<file path="src/rtl/ddiv_pkg.sv">
package ddiv_pkg;
  localparam int DIGIT_W = 4;
  localparam int QUIN_W  = 3;
  localparam int QUIN_LAST = 4;
  localparam int DIGIT_LAST = 9;

  typedef logic [DIGIT_W-1:0] digit_t;
  typedef logic [QUIN_W-1:0]  quin_t;

  typedef struct packed {
    logic en2m;
    logic en1m;
  } strobe_t;

  function automatic longint unsigned pow10(input int n);
    longint unsigned v;
    v = 1;
    for (int i = 0; i < n; i++) v = v * 10;
    return v;
  endfunction
endpackage

</file>
<file path="src/rtl/ddiv_prescaler.sv">
module ddiv_prescaler
  import ddiv_pkg::*;
(
  input  logic    clk,
  input  logic    clear,
  output strobe_t stb,
  output logic    tap5m_q,
  output logic    tap1m_q
);
  quin_t quin;
  logic  half;

  always_ff @(posedge clk) begin
    if (clear) begin
      quin    <= '0;
      half    <= 1'b0;
      tap5m_q <= 1'b0;
      tap1m_q <= 1'b0;
    end else begin
      quin    <= (quin == quin_t'(QUIN_LAST)) ? '0 : quin + quin_t'(1);
      if (quin == quin_t'(QUIN_LAST)) half <= ~half;
      tap5m_q <= ~tap5m_q;
      tap1m_q <= half;
    end
  end

  assign stb.en2m = (quin == quin_t'(QUIN_LAST));
  assign stb.en1m = (quin == quin_t'(QUIN_LAST)) && half;
endmodule

</file>
<file path="src/rtl/ddiv_decade_chain.sv">
module ddiv_decade_chain
  import ddiv_pkg::*;
#(
  parameter int N_UPPER = 6
)(
  input  logic clk,
  input  logic clear,
  input  logic en_in,
  output logic raw_q
);
  digit_t             digit [N_UPPER];
  logic [N_UPPER-1:0] carry;
  logic [N_UPPER-1:0] is_zero;

  assign carry[0] = en_in;

  for (genvar g = 0; g < N_UPPER; g++) begin : g_dec
    always_ff @(posedge clk) begin
      if (clear) digit[g] <= '0;
      else if (carry[g])
        digit[g] <= (digit[g] == digit_t'(DIGIT_LAST)) ? '0 : digit[g] + digit_t'(1);
    end
    assign is_zero[g] = (digit[g] == '0);
    if (g + 1 < N_UPPER) begin : g_carry
      assign carry[g+1] = carry[g] && (digit[g] == digit_t'(DIGIT_LAST));
    end
  end

  // Raw terminal flag: high for one tenth-rate period after each wrap.
  always_ff @(posedge clk) begin
    if (clear) raw_q <= 1'b0;
    else       raw_q <= &is_zero;
  end
endmodule

</file>
<file path="src/rtl/ddiv_retime.sv">
module ddiv_retime
  import ddiv_pkg::*;
#(
  parameter int PULSE_CYCLES = 1000
)(
  input  logic    clk,
  input  logic    clear,
  input  strobe_t stb,
  input  logic    raw_i,
  output logic    pps_q
);
  localparam int CNT_W = (PULSE_CYCLES > 1) ? $clog2(PULSE_CYCLES) : 1;

  logic             at1m, at2m, at2m_prev;
  logic [CNT_W-1:0] hold;

  always_ff @(posedge clk) begin
    if (clear) begin
      at1m      <= 1'b0;
      at2m      <= 1'b0;
      at2m_prev <= 1'b0;
      pps_q     <= 1'b0;
      hold      <= '0;
    end else begin
      if (stb.en1m) at1m <= raw_i;
      if (stb.en2m) at2m <= at1m;
      at2m_prev <= at2m;
      if (at2m && !at2m_prev) begin
        pps_q <= 1'b1;
        hold  <= CNT_W'(PULSE_CYCLES - 1);
      end else if (hold != '0) begin
        hold  <= hold - CNT_W'(1);
      end else begin
        pps_q <= 1'b0;
      end
    end
  end
endmodule

</file>
<file path="src/rtl/ddiv_pps_top.sv">
module ddiv_pps_top
  import ddiv_pkg::*;
#(
  parameter int N_DECADES    = 7,
  parameter int PULSE_CYCLES = 1000
)(
  input  logic clk,
  input  logic rst,
  input  logic sync_i,
  output logic pps_o,
  output logic tap5m_o,
  output logic tap1m_o
);
  localparam int N_UPPER = N_DECADES - 1;

  logic    clear;
  strobe_t stb;
  logic    raw;

  assign clear = rst | sync_i;

  ddiv_prescaler u_pre (
    .clk     (clk),
    .clear   (clear),
    .stb     (stb),
    .tap5m_q (tap5m_o),
    .tap1m_q (tap1m_o)
  );

  ddiv_decade_chain #(.N_UPPER(N_UPPER)) u_chain (
    .clk   (clk),
    .clear (clear),
    .en_in (stb.en1m),
    .raw_q (raw)
  );

  ddiv_retime #(.PULSE_CYCLES(PULSE_CYCLES)) u_rt (
    .clk   (clk),
    .clear (clear),
    .stb   (stb),
    .raw_i (raw),
    .pps_q (pps_o)
  );
endmodule

</file>
<file path="config.mk">
export PLATFORM = sky130hd
export DESIGN_NAME = ddiv_pps_top
export DESIGN_NICKNAME = d
export VERILOG_FILES = /design/src/rtl/ddiv_pkg.sv /design/src/rtl/ddiv_prescaler.sv /design/src/rtl/ddiv_decade_chain.sv /design/src/rtl/ddiv_retime.sv /design/src/rtl/ddiv_pps_top.sv
export SDC_FILE = /design/constraint.sdc
export NUM_CORES = 1
export LEC_CHECK = 0
export BUFFER_PORTS_ARGS = -buffer_cell sky130_fd_sc_hd__buf_4
export CORE_ASPECT_RATIO = 1.2
export CORE_UTILIZATION = 44
export DETAILED_ROUTE_END_ITERATION = 12
export GPL_TIMING_DRIVEN = 0
export PLACE_DENSITY = 0.71
export SLEW_MARGIN = 20
export SYNTH_ARGS = -nofsm -noshare
export SYNTH_HDL_FRONTEND = slang
export SYNTH_SLANG_ARGS = --single-unit
</file>
<file path="constraint.sdc">
create_clock -name clk -period 3.01 [get_ports clk]
set_input_delay 0.1505 -clock clk [delete_from_list [all_inputs] [get_ports clk]]
set_output_delay 0.1505 -clock clk [all_outputs]
set_load 0.005 [all_outputs]
</file>
==> impl_metrics.env <==
export IMPL_synth_edf_count=24
export IMPL_routedWlPerCell_um=12.70
export IMPL_relSlewSlack=0.5549
export IMPL_die_area_um2=5626
export IMPL_io_pins=6
export IMPL_period_needed_ns=2.186
export IMPL_rows=28
export IMPL_ant_nets=0
export IMPL_fin_cells=306
export IMPL_antenna_cells=0
export IMPL_top_register="u_chain.digit"
export IMPL_period_share=0.7264
export IMPL_place_gp_congestion=0.8048
export IMPL_port_buffers=5
export IMPL_post_place_ws_ns=0.7922
export IMPL_drt_wl_total_mm=3.887
export IMPL_max_freq_mhz=457.4
export IMPL_overflow=0
export IMPL_yosys_area_share_adder=0.1174
export IMPL_syn2layout_area_growth_pct=10.25
export IMPL_worstPathMaxFanout=6
export IMPL_initial_utilization=0.4648
export IMPL_cts_sinks=45
export IMPL_largest_reg_flops=24
export IMPL_final_nets=270
export IMPL_tns_ns=0
export IMPL_path_class="reg -> reg"
export IMPL_ys_ff_latch=45
export IMPL_worstSkewPairLatency_ns=0.31
export IMPL_tritoncts="yes"
export IMPL_vdd_drop_max_v=0.0004067
export IMPL_cts_inserted_buffers=5
export IMPL_cts_setup_buffers=0
export IMPL_dp_cells=298
export IMPL_status="finished clean"
export IMPL_grt_pass1_vias=1525
export IMPL_htreeDepth=2
export IMPL_worst_pin_slew_ns=0.6619
export IMPL_p_leak_nw=1.015
export IMPL_yosysWarnings=0
export IMPL_p_per_area_nw_per_um2=780.9
export IMPL_die_h_um=81.97
export IMPL_clk_pin_slew_ns=0.09
export IMPL_die_w_um=68.64
export IMPL_critPathArrivalTime_ns=2.13
export IMPL_timing_final_setup_violations=0
export IMPL_syn_cell_area_um2=2345
export IMPL_synthFlopType="edfxtp_1"
export IMPL_ys_async_sr_fraction=0
export IMPL_synth_top_family_by_area="simple AND/OR/NAND/NOR gates"
export IMPL_grt_max_degree=16
export IMPL_ys_types=41
export IMPL_critical_path_endpoint_type="flop"
export IMPL_num_vias=1597
export IMPL_drc=0
export IMPL_drv_cap=0
export IMPL_hold_class="in -> reg"
export IMPL_dr_pass1_iters=4
export IMPL_antenna_found_initial=0
export IMPL_worstPathRequired_ns=2.95
export IMPL_postSynthAreaPerCell_um2=10.06
export IMPL_synth_cells=233
export IMPL_core_area_um2=5045
export IMPL_reg_largest_list="u_chain.digit x24, u_rt.hold x10, u_pre.quin x3"
export IMPL_clockBufferDepth=2
export IMPL_grt_pass1_wl_mm=6.624
export IMPL_n_fill_cell=476
export IMPL_slew_violations=0
export IMPL_grt_setup_unrepaired="false"
export IMPL_hold_violations=0
export IMPL_cts_root_buffer="clkbuf_8"
export IMPL_synthSimpleGateAreaFrac=0.2134
export IMPL_worstSetupStartpointType="flop"
export IMPL_yosysSeqAreaShare=0.4867
export IMPL_synthMuxAreaShare=0.008538
export IMPL_syn_nets=258
export IMPL_track_usage=0.1625
export IMPL_synthXorXnorAreaFrac=0.05603
export IMPL_fin_skew_ns=0.01209
export IMPL_via_per_inst=5.219
export IMPL_cts_resized_gates=0
export IMPL_drive_gt1_frac=0.08130
export IMPL_synth_compound_area_frac=0.06777
export IMPL_final_setup_worst_slack_ns=0.8236
export IMPL_dpl_hpwl_mm=2.853
export IMPL_drtIter0Drc=72
export IMPL_hold_buffers=0
## Yosys cell counts, types with 4 or more instances
cell,n,share of area
nand3_1,13,0.028
ha_1,22,0.12
nand3b_1,7,0.022
xnor2_1,7,0.026
nand2_1,8,0.013
a21oi_1,6,0.013
edfxtp_1,24,0.31
nor2_1,38,0.061
inv_1,24,0.038
dfxtp_1,21,0.18
xor2_1,8,0.030
o21ai_0,4,0.0085
nor3_1,5,0.011
## critical path: stages, from the launching register on
cell	delay [ns]
dfxtp_1	0.32
inv_1	0.07
ha_1	0.20
nand3_1	0.23
nor2_1	0.27
nand2_1	0.13
o31ai_1	0.61
## final timing paths
kind / cells past startpoint / to / slack [ns] / start
setup / recovery: 6 / u_chain.digit[2][2] / 0.82 / u_pre.quin[0]
hold / removal: 3 / u_pre.quin[0] / 0.23 / rst
hold reg to reg: 1 / u_pre.tap5m_q / 0.42 / u_pre.tap5m_q
setup reg to reg: 6 / u_chain.digit[2][2] / 0.82 / u_pre.quin[0]
## cell families (layout without fill, tap and decap cells)
family,Yosys count,after routing
mux,2,2
xor+xnor,15,15
buf+inv,29,42
flops,45,45
simple gates,96,96
fa+ha+maj,22,22
compound gates,24,24
## through the flow
stage	utilization	hold WS, ns	cell area, um^2	total power (W)
CTS	0.5124	0.2254	2585	0.002037
global placement	0.4871	0.4034	2457	0.001537
global route	0.5124	0.2353	2585	0.002162
finish	0.5124	0.2273	2585	0.002019
floorplan	-	0.4046	2345	0.001421
detailed placement	0.4871	0.4072	2457	0.001549
## layout by cell type, fill, tap and decap left out, drive strengths merged, types with 7 or more instances in the layout
| master | count |
|---|---|
| edfxtp | 24 |
| xnor2 | 7 |
| inv | 25 |
| buf | 8 |
| xor2 | 8 |
| ha | 22 |
| nand2 | 8 |
| clkbuf | 9 |
| nand3 | 13 |
| dfxtp | 21 |
| nand3b | 7 |
| nor2 | 38 |
## per-layer routing
layer / global-route usage / vias to the layer above / part of all wire
met5: 0 / - / 0
met4: 0.08750 / 0 / 0.025
met3: 0.04306 / 7 / 0.022
met2: 0.2647 / 10 / 0.50
met1: 0.1913 / 752 / 0.45
li1: - / 828 / -
## area by class of cell
type | count | area [um^2] | area share
Buffer | 5 | 27.53 | 0.01065
Clock buffer | 7 | 118.9 | 0.04598
Clock inverter | 1 | 8.758 | 0.003388
Inverter | 24 | 90.09 | 0.03485
Multi-Input combinational cell | 159 | 1086 | 0.4201
Sequential cell | 45 | 1141 | 0.4414
Tap cell | 60 | 75.07 | 0.02904
Timing Repair Buffer | 5 | 37.54 | 0.01452
## report_power, final
group	total (W)	internal (W)	switching, W
clock	0.000483	0.000267	0.000216
sequential	0.000807	0.000723	0.0000840
combinational	0.000728	0.000352	0.000376
total	0.00202	0.00134	0.000676
Note: power is estimated with default switching activity, not from simulation.
